$ cat src/rtl/dacs_pkg.sv
package dacs_pkg;

  typedef enum logic [1:0] {
    PH_IDLE = 2'd0,
    PH_ITER = 2'd1,
    PH_FIN  = 2'd2
  } dacs_phase_t;

  // Sum of the coefficients whose select bit is set.
  function automatic int partial_sum(input logic [3:0] sel,
                                     input int k0, input int k1,
                                     input int k2, input int k3);
    int acc;
    acc = 0;
    if (sel[0]) acc += k0;
    if (sel[1]) acc += k1;
    if (sel[2]) acc += k2;
    if (sel[3]) acc += k3;
    return acc;
  endfunction

  // Three-input bit adder: returns {carry, sum}.
  function automatic logic [1:0] add3(input logic x, input logic y, input logic z);
    return {(x & y) | (x & z) | (y & z), x ^ y ^ z};
  endfunction

endpackage

$ cat src/rtl/dacs_psc.sv
module dacs_psc #(
  parameter int WIDTH = 8
) (
  input  logic             clk,
  input  logic             rst_n,
  input  logic             load,
  input  logic             shift,
  input  logic [WIDTH-1:0] din,
  output logic             lsb
);
  logic [WIDTH-1:0] sr;

  always_ff @(posedge clk) begin
    if (!rst_n)     sr <= '0;
    else if (load)  sr <= din;
    else if (shift) sr <= {sr[WIDTH-1], sr[WIDTH-1:1]};
  end

  assign lsb = sr[0];

endmodule

$ cat src/rtl/dacs_rom.sv
module dacs_rom #(
  parameter int ZW    = 8,
  parameter int COEF0 = 7,
  parameter int COEF1 = -13,
  parameter int COEF2 = 21,
  parameter int COEF3 = -32
) (
  input  logic [3:0]    sel,
  output logic [ZW-1:0] z
);
  localparam int ENTRIES = 16;

  logic [ZW-1:0] tbl [ENTRIES];

  for (genvar i = 0; i < ENTRIES; i++) begin : g_entry
    assign tbl[i] = ZW'(dacs_pkg::partial_sum(4'(i), COEF0, COEF1, COEF2, COEF3));
  end

  assign z = tbl[sel];

endmodule

$ cat src/rtl/dacs_pe.sv
module dacs_pe (
  input  logic clk,
  input  logic rst_n,
  input  logic clr,
  input  logic en,
  input  logic tbit,
  input  logic sin,
  output logic sum_nx,
  output logic sum_q,
  output logic carry_q
);
  logic [1:0] fa;

  assign fa     = dacs_pkg::add3(tbit, sin, carry_q);
  assign sum_nx = fa[0];

  always_ff @(posedge clk) begin
    if (!rst_n || clr) begin
      sum_q   <= 1'b0;
      carry_q <= 1'b0;
    end else if (en) begin
      sum_q   <= fa[0];
      carry_q <= fa[1];
    end
  end

  // every computation starts from an empty cell
  a_r2_cell_cleared: assert property (@(posedge clk) disable iff (!rst_n)
    clr |=> (!sum_q && !carry_q));

endmodule

$ cat src/rtl/dacs_mac.sv
module dacs_mac #(
  parameter int SAMPLE_W = 8,
  parameter int COEF_W   = 6,
  parameter int COEF0    = 7,
  parameter int COEF1    = -13,
  parameter int COEF2    = 21,
  parameter int COEF3    = -32
) (
  input  logic                             clk,
  input  logic                             rst_n,
  input  logic                             start,
  input  logic [SAMPLE_W-1:0]              samp_a,
  input  logic [SAMPLE_W-1:0]              samp_b,
  input  logic [SAMPLE_W-1:0]              samp_c,
  input  logic [SAMPLE_W-1:0]              samp_d,
  output logic                             done,
  output logic [SAMPLE_W+COEF_W+1:0]       product
);
  import dacs_pkg::*;

  localparam int ZW   = COEF_W + 2;
  localparam int RW   = SAMPLE_W + ZW;
  localparam int CNTW = (SAMPLE_W > 2) ? $clog2(SAMPLE_W) : 1;
  localparam logic [CNTW-1:0] LAST_CNT = CNTW'(SAMPLE_W - 1);
  localparam logic [ZW-1:0]   MSB_FLIP = ZW'(1) << (ZW - 1);
  localparam logic [RW-1:0]   ONE_RW   = RW'(1);
  // Accumulated offset from flipping the top table bit on every cycle.
  localparam logic [RW-1:0]   BIAS     = ((ONE_RW << SAMPLE_W) - ONE_RW) << (ZW - 1);

  dacs_phase_t     phase;
  logic [CNTW-1:0] cnt;
  logic [SAMPLE_W-1:0] low_sr;

  // named internal events
  logic accept_evt, step_evt, last_evt, fin_evt, inv_evt, emit_bit;

  assign accept_evt = start && (phase == PH_IDLE);
  assign step_evt   = (phase == PH_ITER);
  assign last_evt   = step_evt && (cnt == LAST_CNT);
  assign fin_evt    = (phase == PH_FIN);
  assign inv_evt    = last_evt;

  // parallel-to-serial sample registers
  logic [SAMPLE_W-1:0] samp_arr [4];
  logic [3:0]          bit_sel;

  assign samp_arr[0] = samp_a;
  assign samp_arr[1] = samp_b;
  assign samp_arr[2] = samp_c;
  assign samp_arr[3] = samp_d;

  for (genvar k = 0; k < 4; k++) begin : g_psc
    dacs_psc #(.WIDTH(SAMPLE_W)) u_psc (
      .clk   (clk),
      .rst_n (rst_n),
      .load  (accept_evt),
      .shift (step_evt),
      .din   (samp_arr[k]),
      .lsb   (bit_sel[k])
    );
  end

  // partial-sum table
  logic [ZW-1:0] z_raw, z_feed;

  dacs_rom #(
    .ZW(ZW), .COEF0(COEF0), .COEF1(COEF1), .COEF2(COEF2), .COEF3(COEF3)
  ) u_rom (
    .sel (bit_sel),
    .z   (z_raw)
  );

  assign z_feed = (inv_evt ? ~z_raw : z_raw) ^ MSB_FLIP;

  // carry-save cell row
  logic [ZW-1:0] s_q, c_q, s_nx;
  logic [ZW:0]   s_in;

  assign s_in[ZW] = 1'b0;

  for (genvar j = 0; j < ZW; j++) begin : g_cell
    assign s_in[j] = s_q[j];
    dacs_pe u_pe (
      .clk     (clk),
      .rst_n   (rst_n),
      .clr     (accept_evt),
      .en      (step_evt),
      .tbit    (z_feed[j]),
      .sin     (s_in[j+1]),
      .sum_nx  (s_nx[j]),
      .sum_q   (s_q[j]),
      .carry_q (c_q[j])
    );
  end

  assign emit_bit = s_nx[0];

  // Merge residual sums, carries, serial low bits, the held-back one and the bias.
  function automatic logic [RW-1:0] resolve(input logic [ZW-1:0] sv,
                                            input logic [ZW-1:0] cv,
                                            input logic [SAMPLE_W-1:0] lo,
                                            input logic io);
    logic [RW-1:0] a_term, c_term, io_term;
    a_term  = {1'b0, sv[ZW-1:1], lo};
    c_term  = {cv, {SAMPLE_W{1'b0}}};
    io_term = RW'(io) << (SAMPLE_W - 1);
    return a_term + c_term + io_term - BIAS;
  endfunction

  always_ff @(posedge clk) begin
    if (!rst_n) begin
      phase   <= PH_IDLE;
      cnt     <= '0;
      low_sr  <= '0;
      done    <= 1'b0;
      product <= '0;
    end else begin
      done <= 1'b0;
      case (phase)
        PH_IDLE: begin
          if (accept_evt) begin
            phase <= PH_ITER;
            cnt   <= '0;
          end
        end
        PH_ITER: begin
          low_sr <= {emit_bit, low_sr[SAMPLE_W-1:1]};
          cnt    <= cnt + CNTW'(1);
          if (last_evt) phase <= PH_FIN;
        end
        PH_FIN: begin
          product <= resolve(s_q, c_q, low_sr, 1'b1);
          done    <= 1'b1;
          phase   <= PH_IDLE;
        end
        default: phase <= PH_IDLE;
      endcase
    end
  end

  // completion is a single-cycle pulse
  a_r3_done_single: assert property (@(posedge clk) disable iff (!rst_n)
    done |=> !done);

  // done only while the sequencer has returned to idle
  a_r3_done_idle: assert property (@(posedge clk) disable iff (!rst_n)
    done |-> (phase == PH_IDLE));

  // a start while busy never restarts the bit sequence
  a_r4_no_restart: assert property (@(posedge clk) disable iff (!rst_n)
    (phase != PH_IDLE && start) |=> !(phase == PH_ITER && cnt == '0));

  // iterations advance one bit per clock until the last
  a_r4_steady_count: assert property (@(posedge clk) disable iff (!rst_n)
    (step_evt && !last_evt) |=> (phase == PH_ITER && cnt == $past(cnt) + CNTW'(1)));

  // the result changes only on the cycle done rises
  a_r6_product_hold: assert property (@(posedge clk) disable iff (!rst_n)
    !$rose(done) |-> $stable(product));

endmodule

$ cat config.mk
export PLATFORM = sky130hd
export DESIGN_NAME = dacs_mac
export DESIGN_NICKNAME = d
export VERILOG_FILES = /design/src/rtl/dacs_pkg.sv /design/src/rtl/dacs_psc.sv /design/src/rtl/dacs_rom.sv /design/src/rtl/dacs_pe.sv /design/src/rtl/dacs_mac.sv
export SDC_FILE = /design/constraint.sdc
export NUM_CORES = 1
export LEC_CHECK = 0
export ABC_CLOCK_PERIOD_IN_PS = 4800
export BUFFER_PORTS_ARGS = -buffer_cell sky130_fd_sc_hd__buf_2
export CORE_UTILIZATION = 50
export CTS_CLUSTER_SIZE = 12
export DETAILED_ROUTE_END_ITERATION = 10
export PLACE_DENSITY = 0.8
export SYNTH_ARGS = -nofsm -noshare
export SYNTH_HDL_FRONTEND = slang
export SYNTH_SLANG_ARGS = --single-unit
$ cat constraint.sdc
create_clock -name clk -period 4.8 [get_ports clk]
set_input_delay 0.96 -clock clk [delete_from_list [all_inputs] [get_ports clk]]
set_output_delay 0.96 -clock clk [all_outputs]
set_load 0.02 [all_outputs]
Word level (Yosys, flattened, before mapping)
Memories as Yosys holds them, arrays and structs flattened.
Index checks and enable logic that the tools add are counted.

storage, ports and cells
  output and inout port bits = 17
  word-level logic and storage cells = 119
  memories = 1
  memory bits (read-only) = 128
  bits in registers = 77

operators by class
  reductions and logical operators = 9
  multiplexer cells = 17
  $lt $le $gt $ge = 1
  $add $sub $neg = 4
  bitwise operators = 54
  equal/unequal tests = 5

memories
  name              words  width  read ports  clocked after memory_dff  write ports  line            source
  (name not given)  16     8      1           0                         0            dacs_rom.sv:19  assign z = tbl[sel];

operator list
  operator                number
  $mux 8                  7
  $mux 7                  4
  $and 1x1->1             22
  $add 15x16->16          1
  $add 16x8->16 const B   1
  $sub 16x15->16 const B  1
  $xor 1x1->1             15
  $or 1x1->1              14
  $not 8->8               1
  $pmux 3 s2              1
  $ge 5x5->1 const B      1
  $not 4->5               1
  $mux 2                  2
  $ne 2x1->1 const B      2
  $pmux 2 s2              1
  $reduce_and 2->1        2
  $reduce_bool 2->1       2
  $add 3x1->3 const B     1
  $eq 3x3->1 const B      1
  $mux 3                  1
  $eq 2x1->1 const B      1
  $eq 2x2->1 const B      1
  $logic_and 1x1->1       2
  $logic_not 2->1         1
  other kinds (4)         4

Logic depth before layout (Yosys ltp)
Gate-level depths: netlist (run 1).

  depth in word-level cells = 9
  mapped depth = 10
  gate-level depth less buffers = 10

Modules after synthesis
From an unflattened synthesis (run 1), not the netlist that was laid out.

second synthesis, totals
  cells, all modules = 400
  area total of the unflattened synthesis = 4132.7 µm²

modules (own cells, without submodules)
  module    area each (µm²)  cells each  times used
  dacs_psc  415.4            34          4
  dacs_mac  1561.5           179         1
  dacs_pe   93.8             8           8
  dacs_rom  158.9            21          1

Least setup slack after synthesis (run 1)
No wires, ideal clock.

  path type = reg2reg
  start point = reg g_cell[0].u_pe.carry_q
  end point = reg product[15]
  data arrival time = 1880 ps
  cell stages (with the launch flop) = 11
  data required time = 4678 ps
  path slack = 2798 ps
  setup time = 122 ps
  buffers on the path = 0
  path through = dfxtp_1 inv_1 ha_1 inv_1 ha_1 inv_1 fa_1 nor2b_1 o2111ai_1 and3_1 a311o_1

on the way
  cells in the longest elaborated chain, start to end = 3

RTL lines
  item                    line             source
  from (decl)             dacs_pe.sv:10    output logic carry_q
  from (signal assigned)  dacs_pe.sv:23    carry_q <= fa[1];
  $add 15x16->16          dacs_mac.sv:107  return a_term + c_term + io_term - BIAS;
  $add 16x8->16           dacs_mac.sv:107
  $sub 16x15->16          dacs_mac.sv:107
  to (signal assigned)    dacs_mac.sv:132  product <= resolve(s_q, c_q, low_sr, 1'b1);
  to (decl)               dacs_mac.sv:17   output logic [SAMPLE_W+COEF_W+1:0] product

No other way between the ends.
A chain may end at the register's enable or synchronous reset.

Final worst setup path (run 1)
  start point = in rst_n
  end point = reg g_cell[3].u_pe.sum_q

on the way
  cells in the longest elaborated chain, start to end = 2

RTL lines
  item                  line            source
  from (decl)           dacs_mac.sv:10  input logic rst_n,
  $logic_not 1->1       dacs_pe.sv:18   if (!rst_n || clr) begin
  $logic_or 1x1->1      dacs_pe.sv:18
  to (signal assigned)  dacs_pe.sv:22   sum_q <= fa[0];
  to (decl)             dacs_pe.sv:9    output logic sum_q,

No other way between the ends.

==> out/qor.log, run 1 <==
INFO  clock_tree     post_cts_hold_buffer_count=0
INFO  clock_tree     path_clk_slew=0.08ns
INFO  floorplan      placement_rows=31
INFO  timing         report.final.setup_viol=0
INFO  global_routing globalRouteTotalUtil=19.6%
INFO  power          switching_part_of_the_total=25.5%
INFO  worst_setup_path critical_path.cell_chain=buf_2, nand2_2, a211oi_1
INFO  detailed_routing detail-route-antenna-nets=0
INFO  power          p_leak=1.72nW
INFO  power          share_comb_of_total_power=12.4%
INFO  detailed_routing drt-total-wl=6940µm
INFO  layout         filler_cell_count=676
INFO  clock_tree     tritoncts=yes
INFO  clock_tree     postCtsSetupRepairBufs=0
INFO  global_routing maximum_number_of_pins_on_one_net_before_global_route_repair=70
INFO  yosys          netlist_area=3790µm²
INFO  outcome        outcome=finished, final reports clean
INFO  layout         fraction_of_final_layout_cells_with_drive_strength_greater_than_1=18.5%
INFO  yosys          async_reset_ff_share=0%
INFO  layout         end_of_flow_core_utilization=58.0%
INFO  layout         area.growth.synth_to_final=11.8%
INFO  timing         tightest_slew=1.03ns
INFO  layout         final_layout_net_count=514
INFO  layout         multi_input_comb_area=2000µm²
INFO  power          share_of_power_burned_in_registers=50.2%
INFO  yosys          synth_cell_types=43
INFO  timing         timing.final.crit_period=2.20ns
INFO  timing         final_slew_violations=0
INFO  timing         timing.final.crit_share=45.9%
INFO  global_routing grt_overflow_total=0
INFO  clock_tree     worst_skew_pair.late_latency=0.35ns
INFO  worst_setup_path timing_worst_setup_path_type=input port to flop
INFO  global_routing grt_pass1_vias=2810
INFO  detailed_routing first_iter_violations=117
INFO  clock_tree     cts-htree-levels=3
INFO  floorplan      initial_core_util=51.9%
INFO  detailed_routing drt_first_pass_iters=4
INFO  detailed_routing routed-via-count=2886
INFO  timing         final_hold_viol_count=0
INFO  worst_setup_path timing.critical_path.to_type=flop
INFO  timing         worst_clock_skew=0.00657ns
INFO  yosys          synth-edff-count=0
INFO  detailed_routing post-route-drc-count=0
INFO  worst_setup_path crit_path_start_kind=input port
INFO  worst_setup_path worst_path_largest_cell_delay=0.71ns
INFO  clock_tree     numCtsBuffers=9
INFO  clock_tree     clock_sink_count=77
INFO  yosys          post_synth_main_area_contributors=dfxtp_1, a21boi_0, nand2_1, ha_1, a22oi_1
INFO  clock_tree     cts-root-buf=clkbuf_8
INFO  job            max_cap_violations=0
INFO  power          p_clk_share=37.4%
INFO  floorplan      die_x=89.0µm
INFO  floorplan      die_area=7930µm²
INFO  yosys          postSynthAreaPerCell=9.19µm²
INFO  yosys          postSynthCellCount=412
INFO  layout         area_used_by_sequential_logic_in_the_layout=1540µm²
INFO  power          vdd_drop_max=0.219mV
INFO  yosys          yosysWarningCount=0
INFO  worst_setup_path critPathArrivalTime=2.45ns
INFO  placement      placedInstanceArea=4020µm²
INFO  global_routing global_route_wire_length_before_repair=12000µm
INFO  detailed_routing route.detailed.wl_per_inst=12.5µm
INFO  floorplan      core_region_area=7290µm²
INFO  placement      place.gp.congestion=0.816
INFO  yosys          synthMostInstantiatedCell=nand2_1
INFO  global_routing antenna_violations_before_repair=0
INFO  power          power_density=324nW/µm²
INFO  power          intPower=0.00102W
INFO  worst_setup_path worst_ep_required_time=5.05ns
INFO  layout         final_design_area_no_fill=4230µm²
INFO  clock_tree     cts-resized-gates=0
INFO  yosys          main_flop_type_after_synthesis=dfxtp_1
INFO  yosys          synth_top_cell_by_area=dfxtp_1
INFO  floorplan      num_io_pins=52
INFO  detailed_routing drt-vias-per-instance=5.22
INFO  placement      io_buffers=51
INFO  timing         clock.fmax=0.454GHz
INFO  worst_setup_path path_max_fanout=68
INFO  placement      detailed_place_hpwl=4740µm
INFO  yosys          netlist.area_leader.share=40.7%
INFO  yosys          synth.cells.most_frequent=nand2_1, dfxtp_1, a21boi_0
INFO  worst_setup_path timing.critical_path.slowest_stage_cell=buf_2
INFO  worst_hold_path holdCritPathClass=flop to flop
INFO  clock_tree     cts.path.max_buffers=2
INFO  timing         slew-limit-headroom=31.2%
INFO  yosys          syn-num-nets=477
INFO  timing         rsz0062_at_grt=false
INFO  layout         diode_insertion_count_for_antenna_repair=0
INFO  power          switchingPower=0.000349W
INFO  timing         totalNegativeSetupSlack=0ns
INFO  floorplan      die_h=89.0µm
INFO  yosys          postSynthRegisterBits=77
INFO  yosys          yosysSeqAreaShare=40.7%
per-stage QoR:
| stage | instances | worst slack (ns) | hold WS [ns] | power, W |
|---|---|---|---|---|
| finish | 553 | 2.60 | 0.465 | 0.00137 |
| global route | 553 | 2.45 | 0.491 | 0.00144 |
| CTS | 553 | 2.60 | 0.466 | 0.00138 |
| detailed placement | 537 | 2.26 | 0.455 | 0.000873 |
| global placement | 537 | 2.33 | 0.444 | 0.000866 |
| floorplan | 412 | 2.80 | 0.435 | 0.000837 |
per-layer routing:
layer  track usage (%)  up-vias  wire length, µm
li1                  -     1482                -
met5                 0        -                0
met1              22.2     1333             3220
met4              6.20        0               73
met2              34.7       65             3350
met3              6.74        6              292
sequential cells by signal, indices dropped and copies added (netlist names):
name,cells
g_cell.u_pe.sum_q,7
done,1
product,16
low_sr,8
phase,2
cnt,3
g_cell.u_pe.carry_q,8
g_psc.u_psc.sr,32
cell families after synthesis:
logic type,synth area share (%)
AOI/OAI and AO/OA,23.6
muxes,0.264
buffers and inverters,6.81
DFF,40.7
xor gates and xnor gates,2.08
adders and majority gates,11.5
and+or+nand+nor,15.1
layout make-up:
cell class,instances,area share [%]
flip-flops and latches,77,36.4
well taps,99,2.93
inverters,24,2.13
clock inverters,3,1.01
multi-input cells,284,47.1
repair buffers,53,6.38
clock buffers,13,3.99
placed cells by master, fill, tap and decap left out, types with 3 or more instances in the layout:
cell type / count
nor2b_1: 4
a21oi_1: 10
o211a_1: 3
ha_1: 22
nor2_1: 22
xnor2_1: 8
clkbuf_8: 12
a21boi_2: 10
nand2_1: 78
a22oi_1: 28
nand3_1: 8
a211oi_1: 13
a21boi_0: 39
buf_2: 51
dfxtp_1: 77
fa_1: 8
inv_1: 24
power by group through the flow:
stage / Combinational, W / Clock (W) / Sequential (W)
after floorplan: 0.000141 / 0 / 0.000697
after global placement: 0.000165 / 0 / 0.000701
after detailed placement: 0.000170 / 0 / 0.000703
after CTS: 0.000173 / 0.000523 / 0.000688
after global routing: 0.000196 / 0.000551 / 0.000692
final: 0.000171 / 0.000512 / 0.000688
critical path, delay by kind of cell:
kind | cells | cell delay (ns)
compound gates | 1 | 0.36
simple gates | 1 | 0.39
buf+inv | 1 | 0.71
path summary, 6_finish.rpt:
path | to | cells after the start | start | slack (ns)
max reg2reg | product[15] | 8 | g_cell[1].u_pe.carry_q | 2.63
min | product[3] | 2 | product[3] | 0.46
min reg2reg | product[3] | 2 | product[3] | 0.46
max | g_cell[3].u_pe.sum_q | 3 | rst_n | 2.60
No activity file was read; power rests on OpenSTA's default activity.
==> run 2: changes to the inputs <==
Settings changed: ABC_CLOCK_PERIOD_IN_PS 4800 to 2210.
Clock period 4.8 ns to 2.21 ns, I/O delays scaled along.
==> run 2 against run 1 <==
Setup slack got worse by 2.5 ns. Combinational power up 120%. Clock skew increased by 0.0021 ns. Via count up 1.8%.
==> out/qor.log, run 2 (synthesis gave the netlist of run 1 again) <==
INFO  layout         filler_cell_count=685 [+1.3%]
INFO  worst_setup_path ff2ff_path_depth=8 [unchanged]
INFO  clock_tree     numCtsBuffers=9 [unchanged]
INFO  power          total_power=0.00285W [+110%]
INFO  outcome        outcome=finished, final reports clean
INFO  timing         final_slew_violations=0 [unchanged]
INFO  placement      io_buffers=51 [unchanged]
INFO  layout         multi_input_comb_area=2000µm² [+0.25%]
INFO  worst_setup_path crit_path_start_kind=flop
INFO  timing         postLayoutSetupSlackWorst=0.0870ns [-2.51 ns]
INFO  worst_setup_path critPathArrivalTime=2.38ns [-0.07 ns]
INFO  worst_setup_path path_max_fanout=3 [-96%]
INFO  worst_setup_path worstReg2RegEnd=product[15]
INFO  worst_setup_path worst-r2r-setup-slack=0.09ns [-2.54 ns]
INFO  worst_setup_path timing.critical_path.to_type=flop
INFO  clock_tree     worst_skew_pair.late_latency=0.36ns [about the same]
INFO  worst_hold_path timing.hold.worst_path_depth=3 [+1]
INFO  layout         final_layout_net_count=519 [+0.97%]
INFO  global_routing global_route_wire_length_before_repair=12300µm [+2.7%]
INFO  layout         largest_register_ffs=32 [unchanged]
INFO  floorplan      placement_rows=31 [unchanged]
INFO  job            max_cap_violations=0 [unchanged]
INFO  global_routing maximum_number_of_pins_on_one_net_before_global_route_repair=70 [unchanged]
INFO  layout         fraction_of_final_layout_cells_with_drive_strength_greater_than_1=20.0% [+1.5 points]
INFO  detailed_routing detail-route-antenna-nets=0 [unchanged]
INFO  floorplan      initial_core_util=51.9% [unchanged]
INFO  placement      detailed_place_hpwl=4960µm [+4.7%]
INFO  layout         largest_registers=g_psc.u_psc.sr x32, product x16
INFO  worst_hold_path holdCritPathClass=input port to flop
INFO  worst_setup_path timing_worst_setup_path_type=flop to flop
INFO  placement      detailedPlace.worstSlack=0.0894ns [-2.18 ns]
INFO  power          vdd_drop_max=0.440mV [+100%]
INFO  worst_setup_path worst_r2r_src=g_cell[2].u_pe.sum_q
INFO  power          power_density=673nW/µm² [+110%]
INFO  power          p_leak=1.73nW [+0.66%]
INFO  worst_hold_path whs_endpoint=g_psc[2].u_psc.sr[7]
INFO  detailed_routing route.detailed.wl_per_inst=13.0µm [+3.6%]
INFO  floorplan      die_h=89.0µm [unchanged]
INFO  timing         totalNegativeSetupSlack=0ns [unchanged]
INFO  clock_tree     post_cts_hold_buffer_count=0 [unchanged]
INFO  global_routing globalRouteTotalUtil=20.1% [+0.57 points]
INFO  worst_setup_path worst_ep_required_time=2.46ns [-2.59 ns]
INFO  floorplan      num_io_pins=52 [unchanged]
INFO  timing         tightest_slew=0.673ns [-0.358 ns]
INFO  clock_tree     path_clk_slew=0.09ns [about the same]
INFO  clock_tree     tritoncts=yes
INFO  timing         worst_clock_skew=0.00869ns [+0.00212 ns]
INFO  layout         most_frequent_cells_in_the_layout=nand2_1, dfxtp_1, buf_2
INFO  detailed_routing drt_first_pass_iters=5 [+1]
INFO  detailed_routing routed-via-count=2938 [+1.8%]
INFO  layout         final_common_cell=nand2_1
INFO  detailed_routing drt-total-wl=7250µm [+4.5%]
INFO  placement      place.gp.congestion=0.855 [+4.9%]
INFO  detailed_routing post-route-drc-count=0 [unchanged]
INFO  timing         report.final.setup_viol=0 [unchanged]
INFO  floorplan      die_x=89.0µm [unchanged]
INFO  clock_tree     cts.path.max_buffers=2 [unchanged]
INFO  clock_tree     cts-root-buf=clkbuf_8
INFO  layout         regMostFlops=g_psc.u_psc.sr
INFO  global_routing antenna_violations_before_repair=0 [unchanged]
INFO  detailed_routing drt-vias-per-instance=5.27 [+0.89%]
INFO  timing         final_hold_viol_count=0 [unchanged]
INFO  floorplan      die_area=7930µm² [unchanged]
INFO  timing         slew-limit-headroom=55.1% [+24 points]
INFO  timing         timing.final.crit_period=2.12ns
INFO  layout         area_used_by_sequential_logic_in_the_layout=1540µm² [unchanged]
INFO  global_routing grt_overflow_total=0 [unchanged]
INFO  detailed_routing first_iter_violations=126 [+7.7%]
INFO  timing         clock.fmax=0.471GHz
INFO  clock_tree     clock_sink_count=77 [unchanged]
INFO  layout         diode_insertion_count_for_antenna_repair=0 [unchanged]
INFO  global_routing grt_pass1_vias=2771 [-1.4%]
INFO  clock_tree     cts-htree-levels=3 [unchanged]
INFO  worst_hold_path hold_path_startpoint=samp_c[7]
INFO  layout         area.growth.synth_to_final=12.1%
INFO  floorplan      core_region_area=7290µm² [unchanged]
INFO  timing         timing.final.crit_share=96.1%
## run 2: worst max path at each step
| stage | start | end | depth (start not counted) |
|---|---|---|---|
| after floorplan | g_cell[0].u_pe.carry_q | product[15] | 10 |
| after CTS | g_cell[2].u_pe.sum_q | product[15] | 8 |
| final | g_cell[2].u_pe.sum_q | product[15] | 8 |
| after detailed placement | g_cell[0].u_pe.carry_q | product[15] | 10 |
| after global routing | g_cell[1].u_pe.sum_q | product[15] | 10 |
| after global placement | g_cell[0].u_pe.carry_q | product[15] | 10 |
## run 2: through the flow
stage | hold slack [ns] | utilization (%) | instance area [µm²] | cells
CTS | 0.322 | 58.0 | 4230 | 557
floorplan | 0.435 | - | 3790 | 412
global route | 0.324 | 58.2 | 4240 | 558
finish | 0.331 | 58.2 | 4240 | 558
detailed placement | 0.454 | 55.6 | 4050 | 541
global placement | 0.447 | 55.6 | 4050 | 541
## run 2: per-layer routing
layer,share of wire [%],vias up,global-route usage (%)
met3,5.2,13,6.93
met1,45,1360,24.0
li1,-,1492,-
met5,0,-,0
met4,1.6,0,7.65
met2,48,73,33.7
## run 2: worst max-delay path, cell delays in order (launching register included)
cell	delay [ns]
dfxtp_1	0.34
ha_1	0.31
ha_1	0.19
inv_1	0.06
fa_2	0.34
nor2b_2	0.17
o2111ai_1	0.14
and3_1	0.20
a311o_1	0.26
## run 2: final cells by class
type	instances	share of cell area, %
well taps	99	2.92
clock inverters	7	1.33
clock buffers	9	2.92
multi-input cells	284	47.1
flip-flops and latches	77	36.3
repair buffers	58	7.25
inverters	24	2.12
## run 2: power breakdown
| part | switching [W] | total (W) | internal, W | leakage (nW) |
|---|---|---|---|---|
| Sequential | 0.0000446 | 0.00149 | 0.00145 | 0.628 |
| Clock | 0.000559 | 0.000982 | 0.000423 | 0.0910 |
| Combinational | 0.000220 | 0.000379 | 0.000159 | 1.01 |
| Total | 0.000824 | 0.00285 | 0.00203 | 1.73 |
## run 2: timing repair
action                                  CTS  global route
resized for setup                         0             2
setup buffers                             0             1
endpoints found under the setup margin    0             1
==> run 3: changes to the inputs <==
Settings changed: PLACE_DENSITY 0.8 to 0.71.
==> run 3 against run 2 <==
Sequential share of layout area is 0.097 points higher. First-iteration DRC count rose by 0.79%. Routed wire length down 3.1%. Worst hold slack improved by 0.0074 ns. Final area shrank 0.27%. Non-clock buffer count is 1 lower. Cell count down 0.18%. Setup slack gained 0.089 ns. Flip-flop and latch count is the same. Clock power decreased by 2%. Clock-buffer cell count is 1 higher. Largest power group unchanged.
==> out/qor.log, run 3 (synthesis gave the netlist of run 1 again) <==
INFO  layout         area.growth.synth_to_final=11.8%
INFO  detailed_routing met3_length=316µm [-17%]
INFO  clock_tree     cts-root-buf=clkbuf_8
INFO  power          vdd_drop_max=0.446mV [+1.4%]
INFO  power          switchingPower=0.000811W [-1.5%]
INFO  power          share_comb_of_total_power=13.4% [about the same]
INFO  floorplan      core_region_area=7290µm² [unchanged]
INFO  global_routing global_route_wire_length_before_repair=12100µm [-1.1%]
INFO  layout         final_layout_net_count=518 [-0.19%]
INFO  worst_setup_path timing_worst_setup_path_type=flop to flop
INFO  global_routing antenna_violations_before_repair=0 [unchanged]
INFO  timing         report.final.setup_viol=0 [unchanged]
INFO  layout         regMostFlops=g_psc.u_psc.sr
INFO  global_routing maximum_number_of_pins_on_one_net_before_global_route_repair=42 [-40%]
INFO  worst_setup_path crit_path_start_kind=flop
INFO  clock_tree     postCtsSetupRepairBufs=0 [unchanged]
INFO  timing         postLayoutSetupSlackWorst=0.176ns [+0.0892 ns]
INFO  clock_tree     worst_skew_pair.late_latency=0.35ns [about the same]
INFO  timing         tightest_slew=0.648ns [-0.0251 ns]
INFO  worst_setup_path timing.critical_path.slowest_stage_cell=fa_2
INFO  layout         fraction_of_final_layout_cells_with_drive_strength_greater_than_1=19.7% [-0.39 points]
INFO  timing         timing.final.crit_share=92.0% [-4.0 points]
INFO  global_routing globalRouteTotalUtil=19.8% [-0.31 points]
INFO  clock_tree     cts.path.max_buffers=2 [unchanged]
INFO  clock_tree     clock_sink_count=77 [unchanged]
INFO  power          share_of_power_burned_in_registers=52.6% [+0.3 points]
INFO  power          power_density=670nW/µm² [-0.40%]
INFO  layout         largest_registers=g_psc.u_psc.sr x32, product x16
INFO  detailed_routing met2WireLength=3180µm [-8.4%]
INFO  floorplan      placement_rows=31 [unchanged]
INFO  floorplan      die_area=7930µm² [unchanged]
INFO  worst_setup_path critical_path.cell_chain=inv_1, ha_1, inv_1, ha_1, inv_1, fa_2, nor2b_2, o2111ai_1, and3_1, a311o_1
INFO  worst_setup_path worst-r2r-setup-slack=0.18ns [+0.09 ns]
INFO  placement      detailedPlace.worstSlack=0.0857ns [-0.00370 ns]
INFO  layout         largest_register_ffs=32 [unchanged]
INFO  timing         rsz0062_at_grt=false
INFO  worst_setup_path worst_ep_required_time=2.45ns [about the same]
INFO  clock_tree     numCtsBuffers=9 [unchanged]
INFO  power          intPower=0.00202W [-0.32%]
INFO  clock_tree     cts-htree-levels=3 [unchanged]
INFO  worst_setup_path path_max_fanout=3 [unchanged]
INFO  worst_setup_path ff2ff_path_depth=10 [+2]
INFO  detailed_routing first_iter_violations=127 [+0.79%]
INFO  timing         worst_clock_skew=0.0112ns [+0.00251 ns]
INFO  placement      io_buffers=51 [unchanged]
INFO  detailed_routing route.detailed.wl_per_inst=12.6µm [-3.0%]
INFO  floorplan      initial_core_util=51.9% [unchanged]
INFO  timing         clock.fmax=0.492GHz [+4.4%]
INFO  clock_tree     path_clk_slew=0.08ns [about the same]
INFO  detailed_routing drt-total-wl=7020µm [-3.1%]
INFO  detailed_routing drt-met1-wl=3420µm [+4.4%]
INFO  worst_hold_path timing.hold.worst_path_depth=3 [unchanged]
INFO  layout         diode_insertion_count_for_antenna_repair=0 [unchanged]
INFO  floorplan      die_h=89.0µm [unchanged]
INFO  detailed_routing routed-via-count=2879 [-2.0%]
INFO  detailed_routing drt-vias-per-instance=5.17 [-1.8%]
INFO  worst_setup_path worst_path_largest_cell_delay=0.34ns [about the same]
INFO  clock_tree     tritoncts=yes
INFO  detailed_routing top_signal_layer_used=met4
INFO  detailed_routing drt_first_pass_iters=4 [-1]
INFO  layout         end_of_flow_core_utilization=58.0% [-0.15 points]
INFO  timing         slew-limit-headroom=56.7% [+1.6 points]
INFO  detailed_routing detail-route-antenna-nets=0 [unchanged]
INFO  timing         final_slew_violations=0 [unchanged]
INFO  worst_hold_path holdCritPathClass=input port to flop
INFO  layout         final_common_cell=nand2_1
INFO  floorplan      num_io_pins=52 [unchanged]
INFO  timing         totalNegativeSetupSlack=0ns [unchanged]
INFO  global_routing grt_pass1_vias=2687 [-3.0%]
INFO  job            max_cap_violations=0 [unchanged]
INFO  global_routing grt_overflow_total=0 [unchanged]
INFO  worst_setup_path cpMostUsedCell=inv_1
INFO  placement      place.gp.congestion=0.812 [-5.1%]
INFO  layout         filler_cell_count=683 [-0.29%]
INFO  outcome        outcome=finished, final reports clean
INFO  worst_setup_path timing.critical_path.to_type=flop
INFO  timing         timing.final.crit_period=2.03ns [-0.0892 ns]
INFO  power          switching_part_of_the_total=28.6% [-0.25 points]
INFO  timing         final_hold_viol_count=0 [unchanged]
INFO  worst_setup_path critPathArrivalTime=2.28ns [-0.10 ns]
INFO  power          p_clk_share=34.1% [-0.3 points]
INFO  detailed_routing post-route-drc-count=0 [unchanged]
INFO  floorplan      die_x=89.0µm [unchanged]
INFO  layout         most_frequent_cells_in_the_layout=nand2_1, dfxtp_1, buf_2
INFO  placement      detailed_place_hpwl=4840µm [-2.5%]
INFO  power          p_leak=1.72nW [-0.99%]
run 3: cell count changes in the layout (fill, tap and decap cells not counted):
| cell | delta |
|---|---|
| clkinv_4 | +1 |
| buf_4 | -1 |
| inv_6 | -3 |
| clkinv_2 | -1 |
| clkbuf_1 | +1 |
| clkinvlp_4 | +2 |
run 3: per-layer routing:
layer	vias up	global-route usage [%]
li1	1489	-
met1	1326	26.1
met2	54	31.6
met3	10	4.80
met4	0	7.65
met5	-	0
run 3: final cells by class:
class / count / area [µm²] / share of cell area (%)
clock inverter: 6 / 48.8 / 1.15
multi-input combinational: 284 / 2000 / 47.3
timing repair buffer: 57 / 300 / 7.09
sequential: 77 / 1540 / 36.4
inverter: 24 / 90.1 / 2.13
tap: 99 / 124 / 2.93
clock buffer: 10 / 128 / 3.02
run 3: worst paths after layout:
kind                                        endpoint                   start
worst max register to register           product[15]  g_cell[0].u_pe.carry_q
worst max-delay path                     product[15]  g_cell[0].u_pe.carry_q
worst min-delay path            g_psc[2].u_psc.sr[7]               samp_c[7]
worst min register to register           product[11]             product[11]
run 3: timing repair:
action                     CTS  global route
gates resized for setup      0             2
setup endpoints to repair    0             1
hold buffers                 0             0
run 3: critical path: cells and delay by family, from the launching register on:
| family | cells | cell delay, ns |
|---|---|---|
| fa+ha+maj | 3 | 0.69 |
| compound gates | 2 | 0.38 |
| flops | 1 | 0.33 |
| simple gates | 2 | 0.33 |
| buf+inv | 3 | 0.18 |
run 3: power groups by stage:
stage / registers (W) / logic (W) / clock network (W)
floorplan: 0.00151 / 0.000305 / 0
global placement: 0.00152 / 0.000372 / 0
detailed placement: 0.00152 / 0.000381 / 0
CTS: 0.00149 / 0.000383 / 0.000995
global route: 0.00150 / 0.000433 / 0.00105
finish: 0.00149 / 0.000379 / 0.000966
run 3: per-stage QoR:
| stage | power, W | hold slack, ns | instance area (µm²) | std cells |
|---|---|---|---|---|
| floorplan | 0.00182 | 0.435 | 3790 | 412 |
| global placement | 0.00189 | 0.444 | 4050 | 541 |
| detailed placement | 0.00191 | 0.453 | 4050 | 541 |
| CTS | 0.00287 | 0.332 | 4230 | 557 |
| global route | 0.00299 | 0.351 | 4230 | 557 |
| finish | 0.00284 | 0.338 | 4230 | 557 |
